`src/rtl/c2r_pkg.sv`:
```
`timescale 1ns/1ps
package c2r_pkg;
  // rotation multiplier per phase: 1, -j, -1, +j
  typedef enum logic [1:0] {
    PH_ONE  = 2'd0,
    PH_NEGJ = 2'd1,
    PH_NEG1 = 2'd2,
    PH_POSJ = 2'd3
  } phase_e;
endpackage

```
`src/rtl/c2r_phase_ctr.sv`:
```
`timescale 1ns/1ps
module c2r_phase_ctr
  import c2r_pkg::*;
(
  input  logic   clk_i,
  input  logic   rst_ni,
  input  logic   en_i,
  input  logic   valid_i,
  output phase_e phase_o,
  output logic   restart_o
);
  logic   en_q;
  phase_e ph_q;

  assign restart_o = (en_i != en_q);
  assign phase_o   = restart_o ? PH_ONE : ph_q;

  always_ff @(posedge clk_i or negedge rst_ni) begin
    if (!rst_ni) begin
      en_q <= 1'b0;
      ph_q <= PH_ONE;
    end else begin
      en_q <= en_i;
      if (valid_i && en_i) ph_q <= phase_e'(phase_o + 2'd1);
      else if (restart_o)  ph_q <= PH_ONE;
    end
  end
endmodule

```
`src/rtl/c2r_rotate.sv`:
```
`timescale 1ns/1ps
module c2r_rotate
  import c2r_pkg::*;
#(
  parameter int DW = 16
) (
  input  logic signed [DW-1:0] i_i,
  input  logic signed [DW-1:0] q_i,
  input  phase_e               phase_i,
  output logic signed [DW-1:0] re_o
);
  localparam logic signed [DW-1:0] MinVal = {1'b1, {(DW-1){1'b0}}};
  localparam logic signed [DW-1:0] MaxVal = {1'b0, {(DW-1){1'b1}}};

  function automatic logic signed [DW-1:0] sat_neg(input logic signed [DW-1:0] x);
    return (x == MinVal) ? MaxVal : -x;
  endfunction

  always_comb begin
    unique case (phase_i)
      PH_ONE:  re_o = i_i;
      PH_NEGJ: re_o = q_i;
      PH_NEG1: re_o = sat_neg(i_i);
      default: re_o = sat_neg(q_i);
    endcase
  end
endmodule

```
`src/rtl/c2r_fir3.sv`:
```
`timescale 1ns/1ps
module c2r_fir3 #(
  parameter int DW = 16
) (
  input  logic                 clk_i,
  input  logic                 rst_ni,
  input  logic                 restart_i,
  input  logic                 shift_i,
  input  logic signed [DW-1:0] x_i,
  output logic signed [DW-1:0] y_o
);
  localparam int AW = DW + 2;

  logic signed [DW-1:0] d1_q, d2_q, d1_u, d2_u;
  logic signed [AW-1:0] acc;

  assign d1_u = restart_i ? '0 : d1_q;
  assign d2_u = restart_i ? '0 : d2_q;

  // taps 1,2,1 with a divide by 4 (floor)
  assign acc = AW'(x_i) + (AW'(d1_u) <<< 1) + AW'(d2_u);
  assign y_o = acc[AW-1:2];

  always_ff @(posedge clk_i or negedge rst_ni) begin
    if (!rst_ni) begin
      d1_q <= '0;
      d2_q <= '0;
    end else if (shift_i) begin
      d1_q <= x_i;
      d2_q <= d1_u;
    end else if (restart_i) begin
      d1_q <= '0;
      d2_q <= '0;
    end
  end
endmodule

```
`src/rtl/c2r_fs4.sv`:
```
`timescale 1ns/1ps
module c2r_fs4
  import c2r_pkg::*;
#(
  parameter int DW = 16
) (
  input  logic          clk_i,
  input  logic          rst_ni,
  input  logic          en_i,
  input  logic          valid_i,
  input  logic [DW-1:0] i_i,
  input  logic [DW-1:0] q_i,
  output logic          valid_o,
  output logic [DW-1:0] i_o,
  output logic [DW-1:0] q_o,
  output logic          q_valid_o
);
  phase_e               phase;
  logic                 restart;
  logic signed [DW-1:0] rot_re, fir_y;

  c2r_phase_ctr u_ph (
    .clk_i    (clk_i),
    .rst_ni   (rst_ni),
    .en_i     (en_i),
    .valid_i  (valid_i),
    .phase_o  (phase),
    .restart_o(restart)
  );

  c2r_rotate #(.DW(DW)) u_rot (
    .i_i    (i_i),
    .q_i    (q_i),
    .phase_i(phase),
    .re_o   (rot_re)
  );

  c2r_fir3 #(.DW(DW)) u_fir (
    .clk_i    (clk_i),
    .rst_ni   (rst_ni),
    .restart_i(restart),
    .shift_i  (valid_i && en_i),
    .x_i      (rot_re),
    .y_o      (fir_y)
  );

  always_ff @(posedge clk_i or negedge rst_ni) begin
    if (!rst_ni) begin
      valid_o   <= 1'b0;
      q_valid_o <= 1'b0;
      i_o       <= '0;
      q_o       <= '0;
    end else begin
      valid_o   <= valid_i;
      q_valid_o <= valid_i && !en_i;
      if (valid_i) begin
        i_o <= en_i ? fir_y : i_i;
        q_o <= en_i ? '0    : q_i;
      end
    end
  end
endmodule

```
`config.mk`:
```
export PLATFORM = sky130hd
export DESIGN_NAME = c2r_fs4
export DESIGN_NICKNAME = d
export VERILOG_FILES = /design/src/rtl/c2r_pkg.sv /design/src/rtl/c2r_phase_ctr.sv /design/src/rtl/c2r_rotate.sv /design/src/rtl/c2r_fir3.sv /design/src/rtl/c2r_fs4.sv
export SDC_FILE = /design/constraint.sdc
export NUM_CORES = 1
export LEC_CHECK = 0
export BUFFER_PORTS_ARGS = -buffer_cell sky130_fd_sc_hd__buf_2
export CAP_MARGIN = 0
export CORE_MARGIN = 8
export CORE_UTILIZATION = 50
export CTS_CLUSTER_DIAMETER = 60
export DETAILED_ROUTE_END_ITERATION = 12
export PLACE_DENSITY = 0.71
export REMOVE_ABC_BUFFERS = 1
export SYNTH_ARGS = -nofsm -noshare
export SYNTH_HDL_FRONTEND = slang
export SYNTH_SLANG_ARGS = --single-unit
```
`constraint.sdc`:
```
create_clock -name clk_i -period 5.2 [get_ports clk_i]
set_input_delay 0.26 -clock clk_i [delete_from_list [all_inputs] [get_ports clk_i]]
set_output_delay 0.26 -clock clk_i [all_outputs]
set_load 0.02 [all_outputs]
```
[Word-level counts from Yosys, hierarchy flattened]
Cells that the tools add are included.
Word-level totals
  bits of input ports: 36
  output and inout port bits: 34
  logic and storage cells: 33
  register bits after elaboration: 69
Cells by class
  $add $sub $neg: 5
  equality and inequality tests: 5
  multiplexer cells: 11
  reductions and logical operators: 4
Operators with widths (number)
  $mux W16: 8
  $pmux W16 S3: 1
  $eq A16 B16 Y1 const B: 2
  $neg A16 Y16: 2
  $add A16 B17 Y18: 1
  $add A18 B16 Y18: 1
  $mux W2: 2
  $add A2 B1 Y2 const B: 1
  $eq A2 B1 Y1 const B: 1
  $eq A2 B2 Y1 const B: 1
  $logic_and A1 B1 Y1: 2
  $logic_not A2 Y1: 1
  $logic_not A1 Y1: 1
  $ne A1 B1 Y1: 1

[Logic depth before layout (Yosys ltp)]
Gate-level depths: netlist (run 1).
  depth in word-level cells: 7
  depth in mapped cells: 22
  mapped depth without buffers: 20

[By module]
Synthesis (run 1) repeated with hierarchy kept, for this count alone.
Second synthesis, totals
  cell total of the unflattened synthesis: 584
  area total of the unflattened synthesis: 5400.2 um2
By module, submodules not included
  c2r_fir3: times used 1, cells an instance 245, area an instance 2570.0 um2
  c2r_fs4: times used 1, cells an instance 140, area an instance 1491.4 um2
  c2r_rotate: times used 1, cells an instance 183, area an instance 1182.4 um2
  c2r_phase_ctr: times used 1, cells an instance 16, area an instance 156.4 um2

[Least setup slack after synthesis (run 1)]
No wires, ideal clock.
  kind: input to register
  start point: input en_i
  end point: register i_o[15]
  required time: 5.076 ns
  slack: 0.444 ns
  library setup time: 0.124 ns
  stages on the path: 20
  arrival time: 4.632 ns
  cell sequence: buf_2 -> xnor2_2 -> clkbuf_1 -> nand2_1 -> inv_1 -> ha_1 -> clkbuf_1 -> o21ai_0 -> a221o_1 -> a21oi_1 -> fa_1 -> fa_1 -> a21o_1 -> a21oi_1 -> o21ai_0 -> nand4_1 -> a21boi_0 -> a221oi_1 -> nor2_1 -> a211o_1
On the way
  word-level cells in the longest chain between the ends: 7
  elaborated cells between the ends (all ways): 11
  classes of those cells: add/sub (2); eq/ne (3); mux (5); reduce/logical (1)
Ends and longest elaborated chain
  start: declaration: RTL line c2r_fs4.sv:9  | input logic en_i,
  $ne A1 B1 Y1: RTL line c2r_phase_ctr.sv:15  | assign restart_o = (en_i != en_q);
  $mux W2: RTL line c2r_phase_ctr.sv:16  | assign phase_o = restart_o ? PH_ONE : ph_q;
  $eq A2 B2 Y1 (tied with other cells): RTL line c2r_rotate.sv:20  | unique case (phase_i)
  $pmux W16 S3: RTL line c2r_rotate.sv:20
  $add A16 B17 Y18: RTL line c2r_fir3.sv:21  | assign acc = AW'(x_i) + (AW'(d1_u) <<< 1) + AW'(d2_u);
  $add A18 B16 Y18: RTL line c2r_fir3.sv:21
  $mux W16 *: RTL line c2r_fs4.sv:57  | i_o <= en_i ? fir_y : i_i;
  end signal: assignment: RTL line c2r_fs4.sv:57
  end: declaration: RTL line c2r_fs4.sv:14  | output logic [DW-1:0] i_o,
Mark *: on every way between the ends. The rest lies on a longest branch, timed or not.
A chain may end at the register's enable or synchronous reset.

[Worst setup path after layout (run 1)]
  start point: register u_ph.en_q
  end point: register i_o[15]
On the way
  word-level cells in the longest chain between the ends: 7
  elaborated cells between the ends (all ways): 11
  classes of those cells: add/sub (2); eq/ne (3); mux (5); reduce/logical (1)
Ends and longest elaborated chain
  start: declaration: RTL line c2r_phase_ctr.sv:12  | logic en_q;
  start signal: assignment: RTL line c2r_phase_ctr.sv:23  | en_q <= en_i;
  $ne A1 B1 Y1 *: RTL line c2r_phase_ctr.sv:15
  $mux W2: RTL line c2r_phase_ctr.sv:16
  $eq A2 B2 Y1 (tied with other cells): RTL line c2r_rotate.sv:20
  $pmux W16 S3: RTL line c2r_rotate.sv:20
  $add A16 B17 Y18: RTL line c2r_fir3.sv:21
  $add A18 B16 Y18 *: RTL line c2r_fir3.sv:21
  $mux W16 *: RTL line c2r_fs4.sv:57
Marks and branches as above.

==> flow_metrics.env, run 1 <==
export IMPL_worst_setup_path_type="reg2reg"
export IMPL_fill_cells=927
export IMPL_drv_cap=0
export IMPL_r2r_end="i_o[15]$_DFFE_PN0P_"
export IMPL_synth_area_mm2=0.00511
export IMPL_p_leak_uw=0.00280
export IMPL_wl_per_cell_um=18.1
export IMPL_outcome="finished clean"
export IMPL_initial_core_util_pct=50.4
export IMPL_fin_util_pct=57.3
export IMPL_synth_seq_cells=69
export IMPL_via_count=4486
export IMPL_drt_iter0_drc=302
export IMPL_r2r_setup_slack_ns=0.41
export IMPL_area_growth_syn_to_layout_pct=13.7
export IMPL_timing_clock_skew_ns=0.00598
export IMPL_slowest_delay_ns=0.57
export IMPL_period_minus_slack_ns=4.79
export IMPL_grt_pass1_wl_mm=23.2
export IMPL_timing_slew_headroom_pct=24.2
export IMPL_r2r_start="u_ph.en_q$_DFF_PN0_"
export IMPL_worstPathCellList="xnor2_2, nand2_1, inv_1, ha_1, a221oi_1, a21oi_1, fa_1, nand3_1, nor2_1, fa_1, a21o_1, a21oi_1, o21ai_0, nand4_1, a21boi_0, a221oi_1, nor2_1, a211o_1"
export IMPL_post_cts_buffers=0
export IMPL_whs_ns=0.107
export IMPL_cp_end_kind="register"
export IMPL_p_seq_share_pct=37.5
export IMPL_grt_max_degree=70
export IMPL_final_max_slew_viol_count=0
export IMPL_cpMaxStageDelayCell="ha_1"
export IMPL_p_int_uw=1060
export IMPL_reg2reg_depth=18
export IMPL_path_depth=18
export IMPL_place_congestion=0.933
export IMPL_worst_slew_pin_slew_ns=1.14
export IMPL_synth_edff_count=0
export IMPL_ant_nets=0
export IMPL_hold_viol_final=0
export IMPL_final_setup_tns_ns=0
export IMPL_peakVddDrop_v=0.000135
export IMPL_cp_max_fo=16
export IMPL_instances_no_fill=765
export IMPL_rows=37
export IMPL_die_w_um=117
export IMPL_final_period_utilization_pct=92.2
export IMPL_nNetsFinal=698
export IMPL_grt_ovfl_total=0
export IMPL_syn_area_per_cell_um2=9.15
export IMPL_total_power_uw=1650
export IMPL_viasPerCell=5.86
export IMPL_hp_class="in2async"
export IMPL_synth_cell_types=62
export IMPL_drt_pre_antenna_iters=4
export IMPL_ctsHoldBuffers=0
export IMPL_cts_root_buf="clkbuf_8"
export IMPL_yosys_area_share_simple_pct=20.3
export IMPL_synthArstFlopShare_pct=100
export IMPL_critPathLaunchType="register"
export IMPL_synth_top_family_by_area="simple AND/OR/NAND/NOR gates"
export IMPL_clkPwrFrac_pct=27.1
export IMPL_path_clk_slew_ns=0.08
export IMPL_path_buf_inv=1
export IMPL_cts_sinks=69
export IMPL_die_area_mm2=0.0137
export IMPL_grt_use_total_pct=21.8
export IMPL_dp_cells=749
export IMPL_p_sw_share_pct=35.7
export IMPL_power_per_cell_area_mw_per_mm2=284
export IMPL_coreArea_mm2=0.0101
export IMPL_setup_viol=0
export IMPL_wirelength_mm=13.8
export IMPL_synthMuxAreaShare_pct=6.90
export IMPL_dp_hpwl_mm=10.2
export IMPL_arrival_ns=5.04
export IMPL_clk_latency_ns=0.36
export IMPL_post_cts_resized=0
export IMPL_cpLargestDelayFamily="compound AO/OA/AOI/OAI gates"
export IMPL_antenna_found_initial=0
export IMPL_cp_required_ns=5.44
export IMPL_synthXorXnorAreaFrac_pct=3.91
export IMPL_clock_fmax_mhz=209
export IMPL_die_h_um=117
export IMPL_endpoint="i_o[15]$_DFFE_PN0P_"
export IMPL_synth_compound_area_share_pct=19.7
export IMPL_crit_start="u_ph.en_q$_DFF_PN0_"
export IMPL_rsz0062_at_grt="false"
export IMPL_cts_buffers=9
export IMPL_yosysWarnings=0
export IMPL_comb_power_share_pct=35.5
export IMPL_drive_gt1_share_pct=23.4
export IMPL_grt_pass1_vias=4597
export IMPL_clockBufferDepth=2
export IMPL_synth_main_ff_cell="dfrtp_1"
export IMPL_synthCells=559
export IMPL_cts_tree="built"
export IMPL_yosysSeqAreaShare_pct=33.8
export IMPL_drt_drc_violations_left=0
export IMPL_num_io_pins=70
export IMPL_numPortBuffers=69
export IMPL_synth_adder_area_share_pct=11.8
export IMPL_insertedDiodeCount=0
export IMPL_switchingPower_uw=590
export IMPL_cts_max_level=3
cell type report:
type / count / area (um^2) / share of cell area (%)
flip-flops and latches: 69 / 1730 / 29.7
inverters: 21 / 78.8 / 1.36
clock buffers: 12 / 145 / 2.50
repair buffers: 82 / 443 / 7.62
multi-input cells: 441 / 3200 / 55.1
well taps: 136 / 170 / 2.93
clock inverters: 4 / 47.5 / 0.818
cell usage after synthesis, types with 15 or more instances:
| library cell | n | area, um^2 |
|---|---|---|
| dfrtp_1 | 69 | 1730 |
| a21oi_1 | 45 | 225 |
| nand2_1 | 42 | 158 |
| nor2_1 | 39 | 146 |
| o21ai_0 | 36 | 180 |
| and2_1 | 30 | 188 |
| clkbuf_1 | 22 | 82.6 |
| mux2_2 | 22 | 248 |
| ha_1 | 21 | 263 |
| inv_1 | 21 | 78.8 |
| nor2b_1 | 20 | 125 |
| a31o_2 | 17 | 149 |
| fa_1 | 17 | 340 |
| a21o_1 | 15 | 113 |
state kept, by name, indices dropped and copies added (netlist names):
signal      cells
i_o            16
q_o            16
q_valid_o       1
u_fir.d1_q     16
u_fir.d2_q     16
u_ph.en_q       1
u_ph.ph_q       2
valid_o         1
power groups by stage:
stage / sequential (uW) / clock (uW) / combinational (uW)
4_1_cts: 619 / 457 / 591
6_report: 619 / 448 / 586
3_5_place_dp: 629 / 0 / 588
2_1_floorplan: 673 / 0 / 343
5_1_grt: 626 / 476 / 654
3_3_place_gp: 627 / 0 / 575
metrics by stage:
step                      instance area, um^2  worst slack, ns
after floorplan                          5010            0.234
final                                    5810            0.407
after global placement                   5620            0.323
after detailed placement                 5620            0.137
after CTS                                5810            0.396
after global routing                     5810          0.00728
worst min-delay path by stage:
stage / end / slack (ns)
detailed placement: i_o[1]$_DFFE_PN0P_ / 0.51
global placement: i_o[1]$_DFFE_PN0P_ / 0.49
floorplan: i_o[0]$_DFFE_PN0P_ / -0.04
CTS: valid_o$_DFF_PN0_ / 0.16
finish: valid_o$_DFF_PN0_ / 0.11
global route: q_o[1]$_DFFE_PN0P_ / 0.20
layer usage:
metal  vias to the layer above  track usage [%]  share of wire [%]
li1                       2124                -                  -
met1                      2174             28.6                 44
met4                         0             10.2                3.1
met2                       158             34.2                 47
met5                         -                0                  0
met3                        30             3.95                6.2
cell families after synthesis:
group / Yosys count
AND/OR/NAND/NOR: 193
flip-flops: 69
multiplexers: 32
XOR/XNOR: 22
buffers and inverters: 49
AO/OA/AOI/OAI: 156
adder cells (fa/ha/maj): 38
layout by cell type, fill, tap and decap left out, drive strengths merged, types with 3 or more instances in the layout:
master   n
a21o    15
a21oi   45
a221o    3
a221oi   5
a22oi    3
a31o    17
a31oi    6
and2    30
and3     3
buf     82
clkbuf  12
dfrtp   69
fa      17
ha      21
inv     21
mux2    23
mux2i    9
nand2   42
nand3   11
nand4    3
nor2    40
nor2b   20
nor3    14
nor4     5
o21a     5
o21ai   38
o21bai   3
o41ai    3
or2      4
or3      7
xnor2   14
xor2     8
Note: power is estimated with default switching activity, not from simulation.
==> run 2: changes to the inputs <==
CORE_UTILIZATION = 40   (was 50)
PLACE_DENSITY = unset   (was 0.71)
==> run 2 against run 1 <==
Routed wire length increased by 3.8%. Via count shrank 1.8%. Clock power grew 40%. Combinational power about the same. Register-to-register slack barely moved. Total power rose by 11%. Clock-buffer cell count stayed put. Global-route usage shrank 3.8 points. Maximum frequency grew 0.27%. Largest cell class unchanged. Sequential cell count is the same. Highest routed layer unchanged.
==> flow_metrics.env, run 2 (synthesized netlist as in run 1, its figures left out) <==
export IMPL_final_max_slew_viol_count=0
export IMPL_outcome="finished clean"
export IMPL_setup_viol=0
export IMPL_grt_max_degree=70
export IMPL_peakVddDrop_v=0.000145
export IMPL_clk_latency_ns=0.35
export IMPL_dp_hpwl_mm=10.7
export IMPL_cts_root_buf="clkbuf_16"
export IMPL_initial_core_util_pct=40.7
export IMPL_period_minus_slack_ns=4.78
export IMPL_area_growth_syn_to_layout_pct=16.5
export IMPL_drive_gt1_share_pct=23.4
export IMPL_grt_pass1_vias=4397
export IMPL_cts_buffers=9
export IMPL_rsz0062_at_grt="false"
export IMPL_final_period_utilization_pct=91.9
export IMPL_cts_sinks=69
export IMPL_worst_slew_pin_slew_ns=1.09
export IMPL_coreArea_mm2=0.0126
export IMPL_regArea_mm2=0.00173
export IMPL_drt_pre_antenna_iters=5
export IMPL_hp_class="in2async"
export IMPL_place_congestion=0.908
export IMPL_drt_iter0_drc=265
export IMPL_slowest_delay_ns=0.58
export IMPL_p_seq_share_pct=33.8
export IMPL_via_count=4407
export IMPL_clock_fmax_mhz=209
export IMPL_whs_ns=0.124
export IMPL_viasPerCell=5.51
export IMPL_timing_slew_headroom_pct=27.6
export IMPL_cp_end_kind="register"
export IMPL_switchingPower_uw=623
export IMPL_clkPwrFrac_pct=34.2
export IMPL_critPathLaunchType="register"
export IMPL_post_place_ws_ns=0.163
export IMPL_die_area_mm2=0.0167
export IMPL_grt_pass1_wl_mm=23.2
export IMPL_wl_per_cell_um=18.0
export IMPL_rows=41
export IMPL_nNetsFinal=697
export IMPL_clockBufferDepth=2
export IMPL_antenna_found_initial=0
export IMPL_layout_setup_ws_ns=0.420
export IMPL_grt_ovfl_total=0
export IMPL_timing_clock_skew_ns=0.00619
export IMPL_ant_nets=0
export IMPL_hold_viol_final=0
export IMPL_cpMaxStageDelayCell="ha_1"
export IMPL_grt_use_total_pct=18.0
export IMPL_p_sw_share_pct=34.0
export IMPL_wirelength_mm=14.4
export IMPL_num_io_pins=70
export IMPL_final_setup_tns_ns=0
export IMPL_arrival_ns=5.01
export IMPL_cp_required_ns=5.43
export IMPL_insertedDiodeCount=0
export IMPL_multi_input_area_mm2=0.00321
export IMPL_cts_max_level=3
export IMPL_cp_max_fo=16
export IMPL_layout_common_cells="dfrtp_1, buf_2, a21oi_1, nand2_1, nor2_1"
export IMPL_p_int_uw=1210
export IMPL_drv_cap=0
export IMPL_die_w_um=129
export IMPL_total_power_uw=1840
export IMPL_power_per_cell_area_mw_per_mm2=308
export IMPL_cts_tree="built"
export IMPL_comb_power_share_pct=32.0
export IMPL_post_cts_buffers=0
export IMPL_worst_setup_path_type="reg2reg"
export IMPL_p_leak_uw=0.00285
export IMPL_fill_cells=1248
export IMPL_worstPathCellList="xnor2_2, nand2_1, inv_1, ha_1, a221oi_1, a21oi_1, fa_1, nand3_1, nor2_1, fa_1, a21o_1, a21oi_1, o21ai_0, nand4_1, a21boi_0, a221oi_1, nor2_1, a211o_1"
export IMPL_path_clk_slew_ns=0.06
export IMPL_drt_drc_violations_left=0
export IMPL_die_h_um=129
export IMPL_numPortBuffers=69
## run 2: cell count changes in the layout (fill, tap and decap cells not counted)
cell and change:
buf_4 -1, clkbuf_8 -9, clkbuf_16 +9, o41ai_1 -1
o41ai_2 +1
## run 2: timing repair
item,in CTS,in global routing
endpoints found under the setup margin,0,1
endpoints found under the hold margin,0,0
gates resized for setup,0,1
hold buffers,0,0
## run 2: power by group through the flow
stage	logic [uW]	registers (uW)	clock network (uW)
2_1_floorplan	343	673	0
3_3_place_gp	586	628	0
3_5_place_dp	591	630	0
4_1_cts	594	621	641
5_1_grt	652	628	661
6_report	587	621	627
## run 2: layout make-up
type,count,share of cell area [%]
Clock buffer,12,4.14
Clock inverter,4,0.798
Inverter,21,1.32
Multi-Input combinational cell,441,53.9
Sequential cell,69,29.0
Tap cell,172,3.61
Timing Repair Buffer,81,7.31
## run 2: routing by layer
| layer | vias to the layer above | share of wire (%) | track usage (%) |
|---|---|---|---|
| met5 | - | 0 | 0 |
| met4 | 0 | 2.0 | 6.50 |
| met3 | 20 | 5.5 | 4.52 |
| met2 | 131 | 46 | 28.0 |
| met1 | 2134 | 47 | 23.7 |
| li1 | 2122 | - | - |
## run 2: worst paths after layout
check	slack [ns]	depth (start not counted)	start	endpoint
max in group asynchronous	4.48	2	rst_ni	u_fir.d1_q[13]$_DFF_PN0_
hold reg to reg	0.51	1	i_o[1]$_DFFE_PN0P_	i_o[1]$_DFFE_PN0P_
min in group clk_i	0.23	2	q_i[6]	q_o[6]$_DFFE_PN0P_
hold / removal	0.12	2	rst_ni	q_o[3]$_DFFE_PN0P_
setup reg to reg	0.42	18	u_ph.en_q$_DFF_PN0_	i_o[15]$_DFFE_PN0P_
setup / recovery	0.42	18	u_ph.en_q$_DFF_PN0_	i_o[15]$_DFFE_PN0P_
## run 2: through the flow
stage | instances | cell area, um^2 | utilization [%]
finish | 800 | 5960 | 47.4
global route | 800 | 5960 | 47.4
CTS | 800 | 5950 | 47.4
detailed placement | 784 | 5660 | 45.0
global placement | 784 | 5660 | 45.0
floorplan | 531 | 5010 | -
## run 2: critical path: cells and delay by family, from the launching register on
kind,cells,cell delay [ns]
XOR/XNOR,1,0.20
adder cells (fa/ha/maj),3,1.45
buffers and inverters,1,0.11
flip-flops,1,0.39
AO/OA/AOI/OAI,8,1.89
AND/OR/NAND/NOR,5,0.62
==> run 3: changes to the inputs <==
ABC_AREA = 1   (was unset)
CORE_UTILIZATION = 30   (was 40)
TNS_END_PERCENT = 5   (was unset)
==> run 3 against run 2 <==
Final cell count is 22% higher. Sequential share of layout area is 0.80 points lower. Total power is 1.8% higher. Register-to-register slack better by 0.40 ns. Via count rose by 6.3%. Sequential cell count unchanged. Clock-buffer cell count shrank 3. Hold slack worse by 0.079 ns. Routed wire length increased by 5.9%.
==> flow_metrics.env, run 3 <==
export IMPL_clockBufferDepth=2
export IMPL_cts_tree="built"
export IMPL_timing_clock_skew_ns=0.00581
export IMPL_outcome="finished clean"
export IMPL_grt_ovfl_total=0
export IMPL_yosysSeqAreaShare_pct=32.8
export IMPL_critPathLaunchType="register"
export IMPL_synth_edff_count=0
export IMPL_initial_core_util_pct=30.5
export IMPL_layout_commonest_cell="nand2_1"
export IMPL_nNetsFinal=820
export IMPL_antenna_found_initial=0
export IMPL_worst_setup_path_type="reg2reg"
export IMPL_slowest_delay_ns=0.48
export IMPL_p_leak_uw=0.00312
export IMPL_cp_end_kind="register"
export IMPL_power_per_cell_area_mw_per_mm2=305
export IMPL_drt_pre_antenna_iters=5
export IMPL_grt_pass1_wl_mm=25.0
export IMPL_period_minus_slack_ns=4.38
export IMPL_numPortBuffers=69
export IMPL_worst_slew_pin_slew_ns=1.00
export IMPL_drv_cap=0
export IMPL_path_clk_slew_ns=0.06
export IMPL_wirelength_mm=15.2
export IMPL_synth_area_leaders="dfrtp_1, nand2_1, fa_1"
export IMPL_post_cts_buffers=0
export IMPL_die_area_mm2=0.0220
export IMPL_fill_cells=1792
export IMPL_yosysWarnings=0
export IMPL_syn_area_per_cell_um2=7.70
export IMPL_final_period_utilization_pct=84.3
export IMPL_cp_required_ns=5.44
export IMPL_ant_nets=0
export IMPL_synth_top_cell_area_share_pct=32.8
export IMPL_via_count=4684
export IMPL_dp_hpwl_mm=11.5
export IMPL_drive_gt1_share_pct=22.0
export IMPL_num_io_pins=70
export IMPL_cpMaxStageDelayCell="fa_1"
export IMPL_cts_root_buf="clkbuf_16"
export IMPL_synth_cell_types=46
export IMPL_instances_no_fill=976
export IMPL_final_area_mm2=0.00613
export IMPL_cp_max_fo=15
export IMPL_clk_latency_ns=0.35
export IMPL_synth_area_mm2=0.00526
export IMPL_drt_drc_violations_left=0
export IMPL_path_buf_inv=6
export IMPL_timing_slew_headroom_pct=33.1
export IMPL_crit_top_cell="nand2_1"
export IMPL_place_area_mm2=0.00584
export IMPL_peakVddDrop_v=0.000231
export IMPL_clock_fmax_mhz=228
export IMPL_hold_viol_final=0
export IMPL_die_w_um=148
export IMPL_die_h_um=148
export IMPL_yosysMostFrequentCell="nand2_1"
export IMPL_cts_sinks=69
export IMPL_synth_main_ff_cell="dfrtp_1"
export IMPL_ctsHoldBuffers=0
export IMPL_grt_use_total_pct=14.4
export IMPL_cts_buffers=9
export IMPL_dp_cells=960
export IMPL_synth_seq_cells=69
export IMPL_coreArea_mm2=0.0172
export IMPL_synthCells=683
export IMPL_synth_top_area_cell="dfrtp_1"
export IMPL_rsz0062_at_grt="false"
export IMPL_synthArstFlopShare_pct=100
export IMPL_wl_per_cell_um=15.6
export IMPL_insertedDiodeCount=0
export IMPL_cts_max_level=3
export IMPL_arrival_ns=4.62
export IMPL_final_setup_tns_ns=0
export IMPL_cpLargestDelayFamily="simple AND/OR/NAND/NOR gates"
export IMPL_rows=48
export IMPL_final_max_slew_viol_count=0
export IMPL_synthTopCellsByCount="nand2_1, inv_1, dfrtp_1"
export IMPL_layout_common_cells="nand2_1, inv_1, dfrtp_1, buf_2, o21ai_0"
export IMPL_grt_pass1_vias=4632
export IMPL_area_growth_syn_to_layout_pct=16.6
export IMPL_setup_viol=0
export IMPL_place_congestion=0.876
export IMPL_post_cts_resized=0
export IMPL_drt_iter0_drc=304
export IMPL_hp_class="in2reg"
export IMPL_viasPerCell=4.80
export IMPL_grt_max_degree=70
export IMPL_whs_ns=0.0443
==> run 3: cell types whose count changed after synthesis, sizes merged, moves of 17 or more <==
cell,delta
nand2,+140
inv,+77
o21ai,+44
and2,-28
mux2,-23
a21oi,-22
nand3,+22
nor2b,-20
a31o,-17
==> run 3: per-layer routing <==
metal  share of wire [%]  global-route usage (%)  up-vias
met5                   0                       0        -
met4                 1.3                    3.88        0
met3                 5.8                    3.80       14
met2                  44                    21.6      119
met1                  49                    19.9     2212
li1                    -                       -     2339
==> run 3: report_power, final <==
group | internal, uW | switching, uW
combinational | 213 | 404
clock | 369 | 254
sequential | 599 | 29.0
==> run 3: kinds of logic (layout without fill, tap and decap cells) <==
| group | after synthesis | after routing | synth area share (%) |
|---|---|---|---|
| AND/OR/NAND/NOR | 288 | 288 | 26.1 |
| AO/OA/AOI/OAI | 144 | 144 | 17.0 |
| adder cells (fa/ha/maj) | 38 | 38 | 11.5 |
| flip-flops | 69 | 69 | 32.8 |
| XOR/XNOR | 22 | 22 | 3.66 |
| buffers and inverters | 122 | 190 | 8.88 |
==> run 3: through the flow <==
stage | util, % | total power, uW | setup slack [ns]
floorplan | - | 1060 | 0.788
CTS | 35.6 | 1890 | 0.852
detailed placement | 33.9 | 1260 | 0.780
global placement | 33.9 | 1250 | 0.881
finish | 35.6 | 1870 | 0.818
global route | 35.6 | 1990 | 0.377
==> run 3: cell type report <==
type | count | area, um^2 | share of cell area (%)
sequential | 69 | 1730 | 28.2
multi-input combinational | 492 | 3060 | 50.0
tap | 225 | 282 | 4.59
timing repair buffer | 75 | 393 | 6.41
clock inverter | 7 | 66.3 | 1.08
clock buffer | 9 | 225 | 3.67
inverter | 99 | 373 | 6.08
==> run 3: worst reg2reg max path, delay by kind of cell (launching register included) <==
family	cells	cell delay [ns]
compound gates	2	0.16
fa+ha+maj	3	1.02
simple gates	19	1.95
buf+inv	6	0.82
flops	1	0.34
==> run 3: worst paths after layout <==
kind                                      from                        to  slack (ns)  cells past startpoint
hold reg to reg            q_o[11]$_DFFE_PN0P_       q_o[11]$_DFFE_PN0P_        0.48                      2
min in group asynchronous               rst_ni  u_fir.d1_q[14]$_DFF_PN0_        0.05                      1
hold / removal                         valid_i         valid_o$_DFF_PN0_        0.04                      1
max in group asynchronous               rst_ni        i_o[1]$_DFFE_PN0P_        4.54                      1
setup / recovery           u_ph.en_q$_DFF_PN0_       i_o[15]$_DFFE_PN0P_        0.82                     30
setup reg to reg           u_ph.en_q$_DFF_PN0_       i_o[15]$_DFFE_PN0P_        0.82                     30
